### config.mk
export PLATFORM = sky130hd
export DESIGN_NAME = operand_addr_resolver
export DESIGN_NICKNAME = d
export VERILOG_FILES = /design/src/rtl/aru_pkg.sv /design/src/rtl/aru_elem_addr.sv /design/src/rtl/aru_seq.sv /design/src/rtl/operand_addr_resolver.sv
export SDC_FILE = /design/constraint.sdc
export NUM_CORES = 1
export LEC_CHECK = 0
export CORE_ASPECT_RATIO = 2
export CORE_MARGIN = 2
export CORE_UTILIZATION = 49
export DETAILED_ROUTE_END_ITERATION = 7
export PLACE_DENSITY = 0.85
export SLEW_MARGIN = 20
export SYNTH_ARGS = -nofsm -noshare
export SYNTH_HDL_FRONTEND = slang
export SYNTH_SLANG_ARGS = --single-unit
### constraint.sdc
create_clock -name clk -period 4 [get_ports clk]
set_input_delay 0.8 -clock clk [delete_from_list [all_inputs] [get_ports clk]]
set_output_delay 0.8 -clock clk [all_outputs]
set_load 0.01 [all_outputs]
### src/rtl/aru_pkg.sv
package aru_pkg;
  typedef enum logic [1:0] {
    OPK_CONST = 2'd0,
    OPK_VAR   = 2'd1,
    OPK_CPLX  = 2'd2,
    OPK_RSVD  = 2'd3
  } opkind_e;

  typedef enum logic [1:0] {
    ST_IDLE     = 2'd0,
    ST_READ_PTR = 2'd1,
    ST_READ_IDX = 2'd2,
    ST_DONE     = 2'd3
  } aru_state_e;
endpackage

### src/rtl/aru_elem_addr.sv
module aru_elem_addr #(
  parameter int ADDR_W    = 16,
  parameter int LOG_SHIFT = 2
) (
  input  logic [ADDR_W-1:0] base,
  input  logic [ADDR_W-1:0] index,
  input  logic              sym,
  output logic [ADDR_W-1:0] elem
);
  logic [ADDR_W-1:0] scaled;

  generate
    if (LOG_SHIFT == 0) begin : g_noscale
      assign scaled = index;
    end else begin : g_scale
      assign scaled = sym ? index : {index[ADDR_W-1-LOG_SHIFT:0], {LOG_SHIFT{1'b0}}};
    end
  endgenerate

  assign elem = base + scaled;
endmodule

### src/rtl/aru_seq.sv
module aru_seq
  import aru_pkg::*;
#(
  parameter int ADDR_W = 16,
  parameter int DATA_W = 16
) (
  input  logic              clk,
  input  logic              rst_n,
  input  logic              req_valid,
  output logic              req_ready,
  input  logic [1:0]        req_kind,
  input  logic              req_sym,
  input  logic              req_dyn,
  input  logic [ADDR_W-1:0] req_cplx,
  input  logic [ADDR_W-1:0] req_var,
  input  logic [DATA_W-1:0] req_const,
  output logic              rsp_valid,
  input  logic              rsp_ready,
  output logic              rsp_imm,
  output logic [ADDR_W-1:0] rsp_addr,
  output logic [DATA_W-1:0] rsp_value,
  output logic              mem_rd_en,
  output logic [ADDR_W-1:0] mem_rd_addr,
  input  logic [DATA_W-1:0] mem_rd_data,
  output logic [ADDR_W-1:0] base_o,
  output logic              sym_o,
  input  logic [ADDR_W-1:0] elem_addr
);
  aru_state_e        state;
  logic              waiting;
  logic              elem_q;
  logic              sym_q;
  logic [ADDR_W-1:0] base_q;
  logic [ADDR_W-1:0] var_q;
  logic [ADDR_W-1:0] rd_word;

  assign rd_word     = mem_rd_data[ADDR_W-1:0];
  assign req_ready   = (state == ST_IDLE);
  assign rsp_valid   = (state == ST_DONE);
  assign mem_rd_en   = ((state == ST_READ_PTR) || (state == ST_READ_IDX)) && !waiting;
  assign mem_rd_addr = (state == ST_READ_PTR) ? base_q : var_q;
  assign base_o      = base_q;
  assign sym_o       = sym_q;

  always_ff @(posedge clk or negedge rst_n) begin
    if (!rst_n) begin
      state     <= ST_IDLE;
      waiting   <= 1'b0;
      elem_q    <= 1'b0;
      sym_q     <= 1'b0;
      base_q    <= '0;
      var_q     <= '0;
      rsp_imm   <= 1'b0;
      rsp_addr  <= '0;
      rsp_value <= '0;
    end else begin
      case (state)
        ST_IDLE: begin
          if (req_valid) begin
            sym_q     <= req_sym;
            var_q     <= req_var;
            base_q    <= req_cplx;
            elem_q    <= (req_var != '0);
            waiting   <= 1'b0;
            rsp_imm   <= 1'b0;
            rsp_value <= '0;
            case (opkind_e'(req_kind))
              OPK_CONST: begin
                rsp_imm   <= 1'b1;
                rsp_value <= req_const;
                rsp_addr  <= '0;
                state     <= ST_DONE;
              end
              OPK_CPLX: begin
                if (req_dyn)                state <= ST_READ_PTR;
                else if (req_var != '0)     state <= ST_READ_IDX;
                else begin
                  rsp_addr <= req_cplx;
                  state    <= ST_DONE;
                end
              end
              default: begin
                rsp_addr <= req_var;
                state    <= ST_DONE;
              end
            endcase
          end
        end
        ST_READ_PTR: begin
          if (!waiting) begin
            waiting <= 1'b1;
          end else begin
            waiting <= 1'b0;
            base_q  <= rd_word;
            if (elem_q) begin
              state <= ST_READ_IDX;
            end else begin
              rsp_addr <= rd_word;
              state    <= ST_DONE;
            end
          end
        end
        ST_READ_IDX: begin
          if (!waiting) begin
            waiting <= 1'b1;
          end else begin
            waiting  <= 1'b0;
            rsp_addr <= elem_addr;
            state    <= ST_DONE;
          end
        end
        default: begin
          if (rsp_ready) state <= ST_IDLE;
        end
      endcase
    end
  end
endmodule

### src/rtl/operand_addr_resolver.sv
module operand_addr_resolver #(
  parameter int ADDR_W = 16,
  parameter int DATA_W = 16
) (
  input  logic              clk,
  input  logic              rst_n,
  input  logic              req_valid,
  output logic              req_ready,
  input  logic [1:0]        req_kind,
  input  logic              req_sym,
  input  logic              req_dyn,
  input  logic [ADDR_W-1:0] req_cplx,
  input  logic [ADDR_W-1:0] req_var,
  input  logic [DATA_W-1:0] req_const,
  output logic              rsp_valid,
  input  logic              rsp_ready,
  output logic              rsp_imm,
  output logic [ADDR_W-1:0] rsp_addr,
  output logic [DATA_W-1:0] rsp_value,
  output logic              mem_rd_en,
  output logic [ADDR_W-1:0] mem_rd_addr,
  input  logic [DATA_W-1:0] mem_rd_data
);
  localparam int LOG_SHIFT = 2;

  logic [ADDR_W-1:0] base_w;
  logic              sym_w;
  logic [ADDR_W-1:0] elem_w;

  aru_seq #(.ADDR_W(ADDR_W), .DATA_W(DATA_W)) u_seq (
    .clk         (clk),
    .rst_n       (rst_n),
    .req_valid   (req_valid),
    .req_ready   (req_ready),
    .req_kind    (req_kind),
    .req_sym     (req_sym),
    .req_dyn     (req_dyn),
    .req_cplx    (req_cplx),
    .req_var     (req_var),
    .req_const   (req_const),
    .rsp_valid   (rsp_valid),
    .rsp_ready   (rsp_ready),
    .rsp_imm     (rsp_imm),
    .rsp_addr    (rsp_addr),
    .rsp_value   (rsp_value),
    .mem_rd_en   (mem_rd_en),
    .mem_rd_addr (mem_rd_addr),
    .mem_rd_data (mem_rd_data),
    .base_o      (base_w),
    .sym_o       (sym_w),
    .elem_addr   (elem_w)
  );

  aru_elem_addr #(.ADDR_W(ADDR_W), .LOG_SHIFT(LOG_SHIFT)) u_elem (
    .base  (base_w),
    .index (mem_rd_data[ADDR_W-1:0]),
    .sym   (sym_w),
    .elem  (elem_w)
  );
endmodule

# After elaboration in Yosys (flattened, before gate mapping)
# Cells that the tools add are included.
# classes
n_addsub	1
eq_ne	10
mux	27
reduce_logical	16
# ops
operator	n
$mux W16	11
$pmux W16 S2	2
$pmux W16 S3	1
$add A16 B16 Y16	1
$reduce_bool A16 Y1	1
$mux W2	6
$reduce_and A7 Y1	1
$eq A2 B2 Y1 const B	3
$ne A3 B3 Y1 const B	2
$pmux W2 S3	1
$mux W1	5
$logic_not A2 Y1	2
$ne A2 B1 Y1 const B	2
$ne A2 B2 Y1 const B	2
$reduce_and A2 Y1	2
$reduce_and A4 Y1	1
$reduce_bool A2 Y1	2
$reduce_bool A4 Y1	1
$reduce_and A3 Y1	1
$reduce_bool A3 Y1	1
$eq A2 B1 Y1 const B	1
$pmux W1 S2	1
$reduce_or A2 Y1	1
$logic_and A1 B1 Y1	1
2 further kinds	2
# word_totals
register_bits	70
input_bits	72
output_inout_bits	52
elab_cells	63

# Logic depth before layout (Yosys ltp)
# Gate-level depths: netlist of run 1.
# logic_depth
depth_word	6
mapped_depth	12
depth_no_buf	10

# Hierarchy
# Synthesis of run 1 repeated with hierarchy kept, for this count alone.
# hier_totals
cells_unflattened	425
hier_area_um2	4574.4
# modules_own_cells
module	n_inst	cells_each	area_each_um2	seq_area_each_um2
aru_seq	1	315	3686.0	1751.7
aru_elem_addr	1	110	888.4	0.0

# Worst setup path after synthesis of run 1
# No wires, ideal clock.
# synth_timing
kind	register to register
startpoint	register u_seq.sym_q (netlist: u_seq.sym_o)
endpoint	register u_seq.rsp_addr[14]
setup_time_ns	0.101
arrival_ns	2.712
t_required_ns	3.899
path_slack_ns	1.188
stages_incl_launch_ff	13
path_buffers	2
period_less_slack_ns	2.812
cell_sequence	dfrtp_1 -> clkbuf_1 -> clkbuf_1 -> and2_1 -> ha_1 -> inv_1 -> fa_1 -> nand2b_1 -> a21oi_1 -> o21ai_0 -> o31ai_1 -> xnor2_1 -> o311ai_2
# synth_between
elab_chain_len	4
# synth_rtl
item	line_no	text
start, declared	aru_seq.sv:32	logic sym_q;
start signal, assigned	aru_seq.sv:60	sym_q <= req_sym;
$mux W16	aru_elem_addr.sv:16	assign scaled = sym ? index : {index[ADDR_W-1-LOG_SHIFT:0], {LOG_SHIFT{1'b0}}};
$add A16 B16 Y16	aru_elem_addr.sv:20	assign elem = base + scaled;
$mux W16	aru_seq.sv:104	if (!waiting) begin
$pmux W16 S3	aru_seq.sv:57	case (state)
end signal, assigned	aru_seq.sv:78	rsp_addr <= req_cplx;
end signal, assigned	aru_seq.sv:98	rsp_addr <= rd_word;
end signal, assigned	aru_seq.sv:108	rsp_addr <= elem_addr;
end, declared	aru_seq.sv:20	output logic [ADDR_W-1:0] rsp_addr,
# Every way passes these cells. The select of a mux whose other input is x is not followed.
# A chain may end at the register's enable or synchronous reset.

# Worst setup path after layout of run 1
# layout_timing
startpoint	input port mem_rd_data[0]
endpoint	register u_seq.rsp_addr[14]
# layout_between
elab_chain_len	4
# layout_rtl
item	line_no	text
start, declared	operand_addr_resolver.sv:22	input logic [DATA_W-1:0] mem_rd_data
$mux W16	aru_elem_addr.sv:16	
$add A16 B16 Y16	aru_elem_addr.sv:20	
$mux W16	aru_seq.sv:104	
$pmux W16 S3	aru_seq.sv:57	
# Every way passes these cells. The select of a mux whose other input is x is not followed.

==> results of run 1 <==
report_power, final:
group,internal (W),switching [W]
sequential,0.00106,0.000268
clock,0.000490,0.000336
combinational,0.00170,0.00183
registers in the layout (all words and copies together), names as in the netlist:
register and flops:
u_seq.rsp_addr 16, u_seq.rsp_value 16, u_seq.rsp_imm 1, u_seq.var_q 16
u_seq.state 2, u_seq.base_o 16, u_seq.waiting 1, u_seq.elem_q 1
u_seq.sym_o 1
how the worst min path moves through the flow:
stage | from | end | slack [ns] | depth (start not counted)
global route | rst_n | u_seq.rsp_value[2] | 0.40 | 1
finish | rst_n | u_seq.rsp_value[15] | 0.37 | 1
CTS | rst_n | u_seq.rsp_value[15] | 0.38 | 1
global placement | u_seq.rsp_addr[6] | u_seq.rsp_addr[6] | 0.46 | 2
detailed placement | u_seq.rsp_addr[0] | u_seq.rsp_addr[0] | 0.47 | 2
floorplan | u_seq.elem_q | u_seq.elem_q | 0.47 | 2
synthesized netlist by cell type (7+ instances only):
cell type and number:
dfrtp_1 70, nand2_1 52, mux2_2 47, nor2_1 37
clkbuf_1 26, a21oi_1 25, ha_1 19, a211oi_1 18
a22o_1 16, inv_1 13, mux2i_1 13, o31ai_1 12
xnor2_1 11, a221oi_1 10, nand2b_1 10, o21ai_0 10
a31oi_1 9, a21o_1 7
cell families (layout without fill, tap and decap cells):
kind of cell	after synthesis	count (layout)	synth area share [%]
compound gates	128	128	21.0
buf+inv	44	165	3.86
xor+xnor	13	13	2.58
fa+ha+maj	20	20	5.84
flops	70	70	39.7
simple gates	119	119	12.0
mux	60	60	15.0
cell type report:
cell class              count  area [sq um]  area share [%]
multi-input cells         340          2490            41.2
flip-flops and latches     70          1750            28.9
repair buffers            136          1320            21.9
clock buffers               9           225            3.72
well taps                 102           128            2.11
clock inverters             7          80.1            1.32
inverters                  13          48.8           0.806
layer usage:
| layer | track usage, % | up-vias | wire length, microns | part of all wire, % |
|---|---|---|---|---|
| met5 | 0 | - | 0 | 0 |
| met4 | 17.2 | 0 | 810 | 5.7 |
| met3 | 6.78 | 84 | 1030 | 7.3 |
| met2 | 51.5 | 243 | 7510 | 53 |
| met1 | 31.9 | 2098 | 4780 | 34 |
| li1 | - | 1896 | - | - |
critical path, cell delays in order:
cell and delay, ns:
clkdlybuf4s50_1 0.53, and2_1 0.16, ha_1 0.18, inv_1 0.06, fa_1 0.39, nand2b_1 0.19
a21oi_1 0.25, o21ai_0 0.18, o31ai_1 0.31, xnor2_1 0.13, o311ai_2 0.28
per-stage QoR:
| stage | instances | total power [W] | area (sq um) | setup WS (ns) |
|---|---|---|---|---|
| after global routing | 677 | 0.00604 | 6050 | 0.594 |
| after detailed placement | 661 | 0.00478 | 5750 | 0.479 |
| final | 677 | 0.00568 | 6050 | 0.780 |
| after CTS | 677 | 0.00565 | 6050 | 0.835 |
| after global placement | 661 | 0.00465 | 5750 | 0.619 |
| after floorplan | 454 | 0.00352 | 4410 | 1.19 |
==> flow_metrics.env, run 1 <==
export IMPL_status="finished clean"
export IMPL_die_h_microns=138
export IMPL_maxCapViolCount=0
export IMPL_cp_start_kind="primary input"
export IMPL_die_area_sq_um=9820
export IMPL_post_cts_buffers=0
export IMPL_h_tree_depth=3
export IMPL_insertedDiodeCount=0
export IMPL_ys_seq_area_share_pct=39.7
export IMPL_utilization_pct=68.1
export IMPL_syn_nets=546
export IMPL_dp_hpwl_microns=10300
export IMPL_postCtsHoldBufs=0
export IMPL_start_util_pct=49.6
export IMPL_max_clock_path_buffers=2
export IMPL_drive_gt1_share_pct=14.8
export IMPL_startpoint="mem_rd_data[0]"
export IMPL_synth_ff_type="dfrtp_1"
export IMPL_vias=4321
export IMPL_fin_nets=662
export IMPL_grt_total_usage_pct=29.6
export IMPL_fin_crit_sh_pct=80.5
export IMPL_syn_avg_cell_area_sq_um=9.71
export IMPL_worst_setup_path_end_kind="register"
export IMPL_power_leakage_nw=2.53
export IMPL_io_buffers=123
export IMPL_regToRegSetupSlack_ns=0.80
export IMPL_insertion_delay_ns=0.35
export IMPL_layout_common_cells="clkdlybuf4s50_1, dfrtp_1, nand2_1"
export IMPL_cts_tree="done"
export IMPL_yosys_area_top_type_share_pct=39.7
export IMPL_cts_buffers_inserted=9
export IMPL_critical_path_required_ns=4.24
export IMPL_std_cell_rows=49
export IMPL_ir_drop_mv=0.670
export IMPL_setup_viol_count_final=0
export IMPL_fp_dieW_microns=71.1
export IMPL_clock_skew_ns=0.00497
export IMPL_cts_sinks=70
export IMPL_postSynthCellCount=454
export IMPL_synth_area_sq_um=4410
export IMPL_ys_warn_count=0
export IMPL_wirelength_microns=14100
export IMPL_holdWs_ns=0.366
export IMPL_period_needed_ns=3.22
export IMPL_antenna_found_initial=0
export IMPL_max_freq_mhz=311
export IMPL_powerDensity_nw_per_um2=939
export IMPL_tightestPinTransition_ns=0.916
export IMPL_synth_top_cell_by_area="dfrtp_1"
export IMPL_final_common_cell="clkdlybuf4s50_1"
export IMPL_via_per_inst=6.38
export IMPL_clk_pin_slew_ns=0.06
export IMPL_grt_pass1_vias=4495
export IMPL_gp_congestion=0.967
export IMPL_rsz0062_at_grt="false"
export IMPL_drc=0
export IMPL_first_pass_iters=6
export IMPL_first_iter_violations=485
export IMPL_critical_path_arrival_ns=3.46
export IMPL_io_pins=124
export IMPL_cts_resized=0
export IMPL_ant_nets=0
export IMPL_hold_violations=0
export IMPL_core_area_sq_um=8890
export IMPL_r2r_end="u_seq.rsp_addr[13]"
export IMPL_wl_per_cell_microns=20.9
export IMPL_worstSetupPathType="in2reg"
export IMPL_path_max_fanout=4
export IMPL_root_buffer="clkbuf_16"
export IMPL_grt_max_degree=54
export IMPL_synth_distinct_cells=43
export IMPL_r2r_start="u_seq.sym_o"
export IMPL_slew_headroom_pct=38.2
export IMPL_grt_pass1_wl_microns=22600
export IMPL_ys_ff_latch=70
export IMPL_n_fill_cell=648
export IMPL_ys_top_cells_by_area="dfrtp_1, mux2_2, ha_1, nand2_1, a22o_1"
export IMPL_syn_to_final_growth_pct=37.2
export IMPL_hold_class="in2async"
export IMPL_grt_overflow_total=0
export IMPL_crit_end="u_seq.rsp_addr[14]"
export IMPL_fin_tns_setup_ns=0
export IMPL_synth_edf_count=0
export IMPL_ys_async_sr_fraction_pct=100
export IMPL_worstRegToRegCells=8
export IMPL_slew_viol_final=0
Power figures use the tool's default switching activity.
==> run 2: changes to the inputs <==
--- a/config.mk
+++ b/config.mk
@@ -7,9 +7,9 @@
 export LEC_CHECK = 0
 export CORE_ASPECT_RATIO = 2
 export CORE_MARGIN = 2
-export CORE_UTILIZATION = 49
+export CORE_UTILIZATION = 44
 export DETAILED_ROUTE_END_ITERATION = 7
-export PLACE_DENSITY = 0.85
+export PLACE_DENSITY = 0.8
 export SLEW_MARGIN = 20
 export SYNTH_ARGS = -nofsm -noshare
 export SYNTH_HDL_FRONTEND = slang
==> constraint.sdc (replaced) <==
create_clock -name clk -period 2.9 [get_ports clk]
set_input_delay 0.58 -clock clk [delete_from_list [all_inputs] [get_ports clk]]
set_output_delay 0.58 -clock clk [all_outputs]
set_load 0.01 [all_outputs]
==> flow_metrics.env, run 2 (synthesized netlist as in run 1, its figures left out) <==
export IMPL_std_cell_rows=51
export IMPL_crit_end="mem_rd_addr[14]"
export IMPL_io_pins=124
export IMPL_fp_dieW_microns=74.8
export IMPL_critPathBufInv=3
export IMPL_worstRegToRegCells=9
export IMPL_max_freq_mhz=357
export IMPL_place_area_sq_um=6070
export IMPL_total_power_w=0.00851
export IMPL_regToRegSetupSlack_ns=0.10
export IMPL_insertedDiodeCount=0
export IMPL_clk_pin_slew_ns=0.06
export IMPL_setup_viol_count_final=0
export IMPL_multi_input_area_sq_um=2550
export IMPL_worst_setup_path_end_kind="output pin"
export IMPL_insertion_delay_ns=0.34
export IMPL_ant_nets=0
export IMPL_max_clock_path_buffers=2
export IMPL_syn_to_final_growth_pct=47.3
export IMPL_slowest_delay_ns=0.48
export IMPL_die_area_sq_um=10900
export IMPL_postCtsHoldBufs=0
export IMPL_startpoint="u_seq.state[1]"
export IMPL_slew_viol_final=0
export IMPL_drive_gt1_share_pct=21.4
export IMPL_utilization_pct=66.5
export IMPL_crit_slowest_cell="clkdlybuf4s50_1"
export IMPL_post_cts_buffers=0
export IMPL_layout_cells_non_filler=743
export IMPL_crit_chain="inv_1, ha_2, buf_4, mux2_2, clkdlybuf4s50_1"
export IMPL_io_buffers=123
export IMPL_critical_path_arrival_ns=2.22
export IMPL_h_tree_depth=3
export IMPL_n_fill_cell=766
export IMPL_gp_congestion=0.971
export IMPL_slew_headroom_pct=39.8
export IMPL_cts_sinks=70
export IMPL_start_util_pct=45.2
export IMPL_tightestPinTransition_ns=0.903
export IMPL_r2r_end="u_seq.rsp_addr[14]"
export IMPL_hold_class="in2async"
export IMPL_power_leakage_nw=2.76
export IMPL_cp_start_kind="register"
export IMPL_critPathTopFamily="buffers and inverters"
export IMPL_cts_buffers_inserted=9
export IMPL_ir_drop_mv=0.889
export IMPL_cts_tree="done"
export IMPL_drc=0
export IMPL_wirelength_microns=14600
export IMPL_first_iter_violations=284
export IMPL_core_area_sq_um=9760
export IMPL_die_h_microns=146
export IMPL_grt_max_degree=71
export IMPL_placed_cells=728
export IMPL_grt_pass1_wl_microns=22900
export IMPL_grt_total_usage_pct=27.8
export IMPL_hold_violations=0
export IMPL_vias=4336
export IMPL_path_max_fanout=20
export IMPL_grt_pass1_vias=4649
export IMPL_first_pass_iters=5
export IMPL_seq_area_sq_um=1750
export IMPL_period_needed_ns=2.80
export IMPL_grt_overflow_total=0
export IMPL_maxCapViolCount=0
export IMPL_wl_per_cell_microns=19.6
export IMPL_worstSetupPathType="reg2out"
export IMPL_r2r_start="u_seq.sym_o"
export IMPL_final_common_cell="clkdlybuf4s50_1"
export IMPL_powerDensity_nw_per_um2=1310
export IMPL_layout_common_cells="clkdlybuf4s50_1, dfrtp_1, nand2_1"
export IMPL_antenna_found_initial=0
export IMPL_via_per_inst=5.84
export IMPL_fin_nets=699
export IMPL_dp_hpwl_microns=10700
export IMPL_worst_path_stages=5
export IMPL_root_buffer="clkbuf_16"
export IMPL_fin_crit_sh_pct=96.5
export IMPL_final_area_sq_um=6500
export IMPL_clock_skew_ns=0.00430
export IMPL_critical_path_required_ns=2.32
export IMPL_status="finished clean"
run 2: worst min path at each step:
stage	cells after the start	slack, ns	endpoint
after floorplan	0	0.28	u_seq.base_o[0]
after global placement	2	0.46	u_seq.rsp_addr[7]
after detailed placement	1	0.47	u_seq.rsp_imm
after CTS	2	0.49	u_seq.rsp_addr[3]
after global routing	1	0.50	u_seq.rsp_addr[3]
final	2	0.44	u_seq.rsp_addr[3]
run 2: layout make-up:
type | instances | area share (%)
Clock buffer | 9 | 3.47
Clock inverter | 6 | 2.08
Inverter | 13 | 0.751
Multi-Input combinational cell | 340 | 39.3
Sequential cell | 70 | 27.0
Tap cell | 132 | 2.54
Timing Repair Buffer | 173 | 24.8
run 2: report_power, final:
part / leakage [nW] / internal [W] / switching [W]
clock network: 0.168 / 0.000922 / 0.000430
registers: 0.852 / 0.00146 / 0.000339
logic: 1.74 / 0.00268 / 0.00268
total: 2.76 / 0.00507 / 0.00345
run 2: repair_timing:
| action | 4_1_cts | 5_1_grt |
|---|---|---|
| resized for setup | 0 | 14 |
| setup endpoints to repair | 0 | 8 |
| endpoints found under the hold margin | 0 | 0 |
run 2: layer usage:
| layer | track usage (%) | part of all wire [%] | vias up | wire length [microns] |
|---|---|---|---|---|
| li1 | - | - | 1972 | - |
| met1 | 31.0 | 37 | 2103 | 5400 |
| met2 | 46.4 | 52 | 205 | 7590 |
| met3 | 6.65 | 5.2 | 56 | 761 |
| met4 | 15.8 | 5.6 | 0 | 814 |
| met5 | 0 | 0 | - | 0 |
run 2: metrics by stage:
stage / setup slack, ns / setup TNS [ns] / hold WS (ns)
4_1_cts: 0.0386 / 0 / 0.485
2_1_floorplan: 0.0875 / 0 / 0.284
5_1_grt: -0.0144 / -0.0144 / 0.498
3_5_place_dp: -0.307 / -1.89 / 0.471
3_3_place_gp: -0.208 / -1.33 / 0.463
6_report: 0.101 / 0 / 0.442
==> run 3: changes to the inputs <==
--- a/config.mk
+++ b/config.mk
@@ -7,9 +7,9 @@
 export LEC_CHECK = 0
 export CORE_ASPECT_RATIO = 2
 export CORE_MARGIN = 2
-export CORE_UTILIZATION = 44
+export CORE_UTILIZATION = 49
 export DETAILED_ROUTE_END_ITERATION = 7
-export PLACE_DENSITY = 0.8
+export PLACE_DENSITY = 0.85
 export SLEW_MARGIN = 20
 export SYNTH_ARGS = -nofsm -noshare
 export SYNTH_HDL_FRONTEND = slang
==> constraint.sdc (replaced) <==
create_clock -name clk -period 3 [get_ports clk]
set_input_delay 0.6 -clock clk [delete_from_list [all_inputs] [get_ports clk]]
set_output_delay 0.6 -clock clk [all_outputs]
set_load 0.01 [all_outputs]
==> flow_metrics.env, run 3 (synthesized netlist as in run 1, its figures left out) <==
export IMPL_root_buffer="clkbuf_16"
export IMPL_fin_crit_sh_pct=96.4
export IMPL_clock_skew_ns=0.0101
export IMPL_die_h_microns=138
export IMPL_die_area_sq_um=9820
export IMPL_cp_start_kind="primary input"
export IMPL_dp_hpwl_microns=10500
export IMPL_std_cell_rows=49
export IMPL_worst_setup_path_end_kind="register"
export IMPL_critical_path_required_ns=3.28
export IMPL_cts_tree="done"
export IMPL_power_leakage_nw=2.74
export IMPL_period_needed_ns=2.89
export IMPL_first_pass_iters=4
export IMPL_final_common_cell="clkdlybuf4s50_1"
export IMPL_wl_per_cell_microns=20.0
export IMPL_ant_nets=0
export IMPL_drc=0
export IMPL_fin_nets=694
export IMPL_hold_violations=0
export IMPL_vias=4273
export IMPL_fp_dieW_microns=71.1
export IMPL_ir_drop_mv=1.05
export IMPL_max_clock_path_buffers=2
export IMPL_drive_gt1_share_pct=19.4
export IMPL_wirelength_microns=14200
export IMPL_critical_path_arrival_ns=3.17
export IMPL_grt_overflow_total=0
export IMPL_insertion_delay_ns=0.34
export IMPL_io_pins=124
export IMPL_grt_max_degree=71
export IMPL_status="finished clean"
export IMPL_slew_viol_final=0
export IMPL_setup_slack_ns=0.109
export IMPL_antenna_found_initial=0
export IMPL_core_area_sq_um=8890
export IMPL_rsz0062_at_grt="false"
export IMPL_gp_congestion=0.902
export IMPL_io_buffers=123
export IMPL_place_ws_ns=-0.245
export IMPL_worstSetupPathType="in2reg"
export IMPL_clk_pin_slew_ns=0.06
export IMPL_cts_sinks=70
export IMPL_h_tree_depth=3
export IMPL_insertedDiodeCount=0
export IMPL_grt_total_usage_pct=29.4
export IMPL_powerDensity_nw_per_um2=1270
export IMPL_setup_viol_count_final=0
export IMPL_tightestPinTransition_ns=0.929
export IMPL_cts_buffers_inserted=9
export IMPL_hold_class="in2async"
export IMPL_syn_to_final_growth_pct=44.5
export IMPL_utilization_pct=71.7
export IMPL_via_per_inst=6.03
export IMPL_start_util_pct=49.6
export IMPL_maxCapViolCount=0
export IMPL_slew_headroom_pct=38.0
export IMPL_holdWs_ns=0.461
export IMPL_total_power_w=0.00810
export IMPL_grt_pass1_wl_microns=22500
export IMPL_first_iter_violations=301
export IMPL_layout_common_cells="clkdlybuf4s50_1, dfrtp_1, nand2_1"
export IMPL_path_max_fanout=19
export IMPL_max_freq_mhz=346
export IMPL_grt_pass1_vias=4473
run 3: repair_timing:
action | CTS | global route
resized for setup | 0 | 2
setup buffers | 0 | 2
setup endpoints to repair | 0 | 2
hold buffers | 0 | 0
run 3: path summary, 6_finish.rpt:
| check | startpoint | end | slack, ns | cells past startpoint |
|---|---|---|---|---|
| worst max-delay path | req_var[6] | u_seq.rsp_addr[5] | 0.11 | 9 |
| worst min-delay path | rst_n | u_seq.base_o[11] | 0.46 | 2 |
| worst max register to register | u_seq.sym_o | u_seq.rsp_addr[14] | 0.18 | 9 |
| worst min register to register | u_seq.rsp_addr[4] | u_seq.rsp_addr[4] | 0.48 | 2 |
| max in group asynchronous | rst_n | u_seq.rsp_addr[14] | 1.91 | 2 |
| min in group clk | u_seq.rsp_addr[4] | u_seq.rsp_addr[4] | 0.48 | 2 |
run 3: worst max-delay path: stages:
cell and delay [ns]:
clkdlybuf4s50_1 0.56, nor4_1 0.47, buf_4 0.20, and4_1 0.22
nand2b_1 0.08, a41o_1 0.32, buf_4 0.24, a211oi_1 0.36
a21o_1 0.13
run 3: layout make-up:
type                            count  area, sq um
Sequential cell                    70         1750
Clock buffer                       10          239
Tap cell                          102          128
Clock inverter                      6          116
Multi-Input combinational cell    340         2500
Inverter                           13         48.8
Fill cell                         639         2520
Timing Repair Buffer              168         1590
run 3: routing by layer:
| layer | routed length, microns | GRT usage (%) |
|---|---|---|
| met1 | 4920 | 31.9 |
| met2 | 7810 | 51.8 |
| met3 | 761 | 5.25 |
| met4 | 686 | 17.5 |
| met5 | 0 | 0 |
run 3: where the power goes:
part	switching [W]	total [W]	leakage (nW)	internal [W]
sequential	0.000332	0.00174	0.853	0.00141
combinational	0.00253	0.00510	1.71	0.00257
clock	0.000418	0.00126	0.173	0.000840
total	0.00328	0.00810	2.74	0.00482
run 3: metrics by stage:
step,cell area (sq um),setup TNS (ns),std cells
floorplan,4410,0,454
global placement,6000,-0.610,691
detailed placement,6000,-1.11,691
CTS,6350,0,707
global route,6370,0,709
finish,6370,0,709
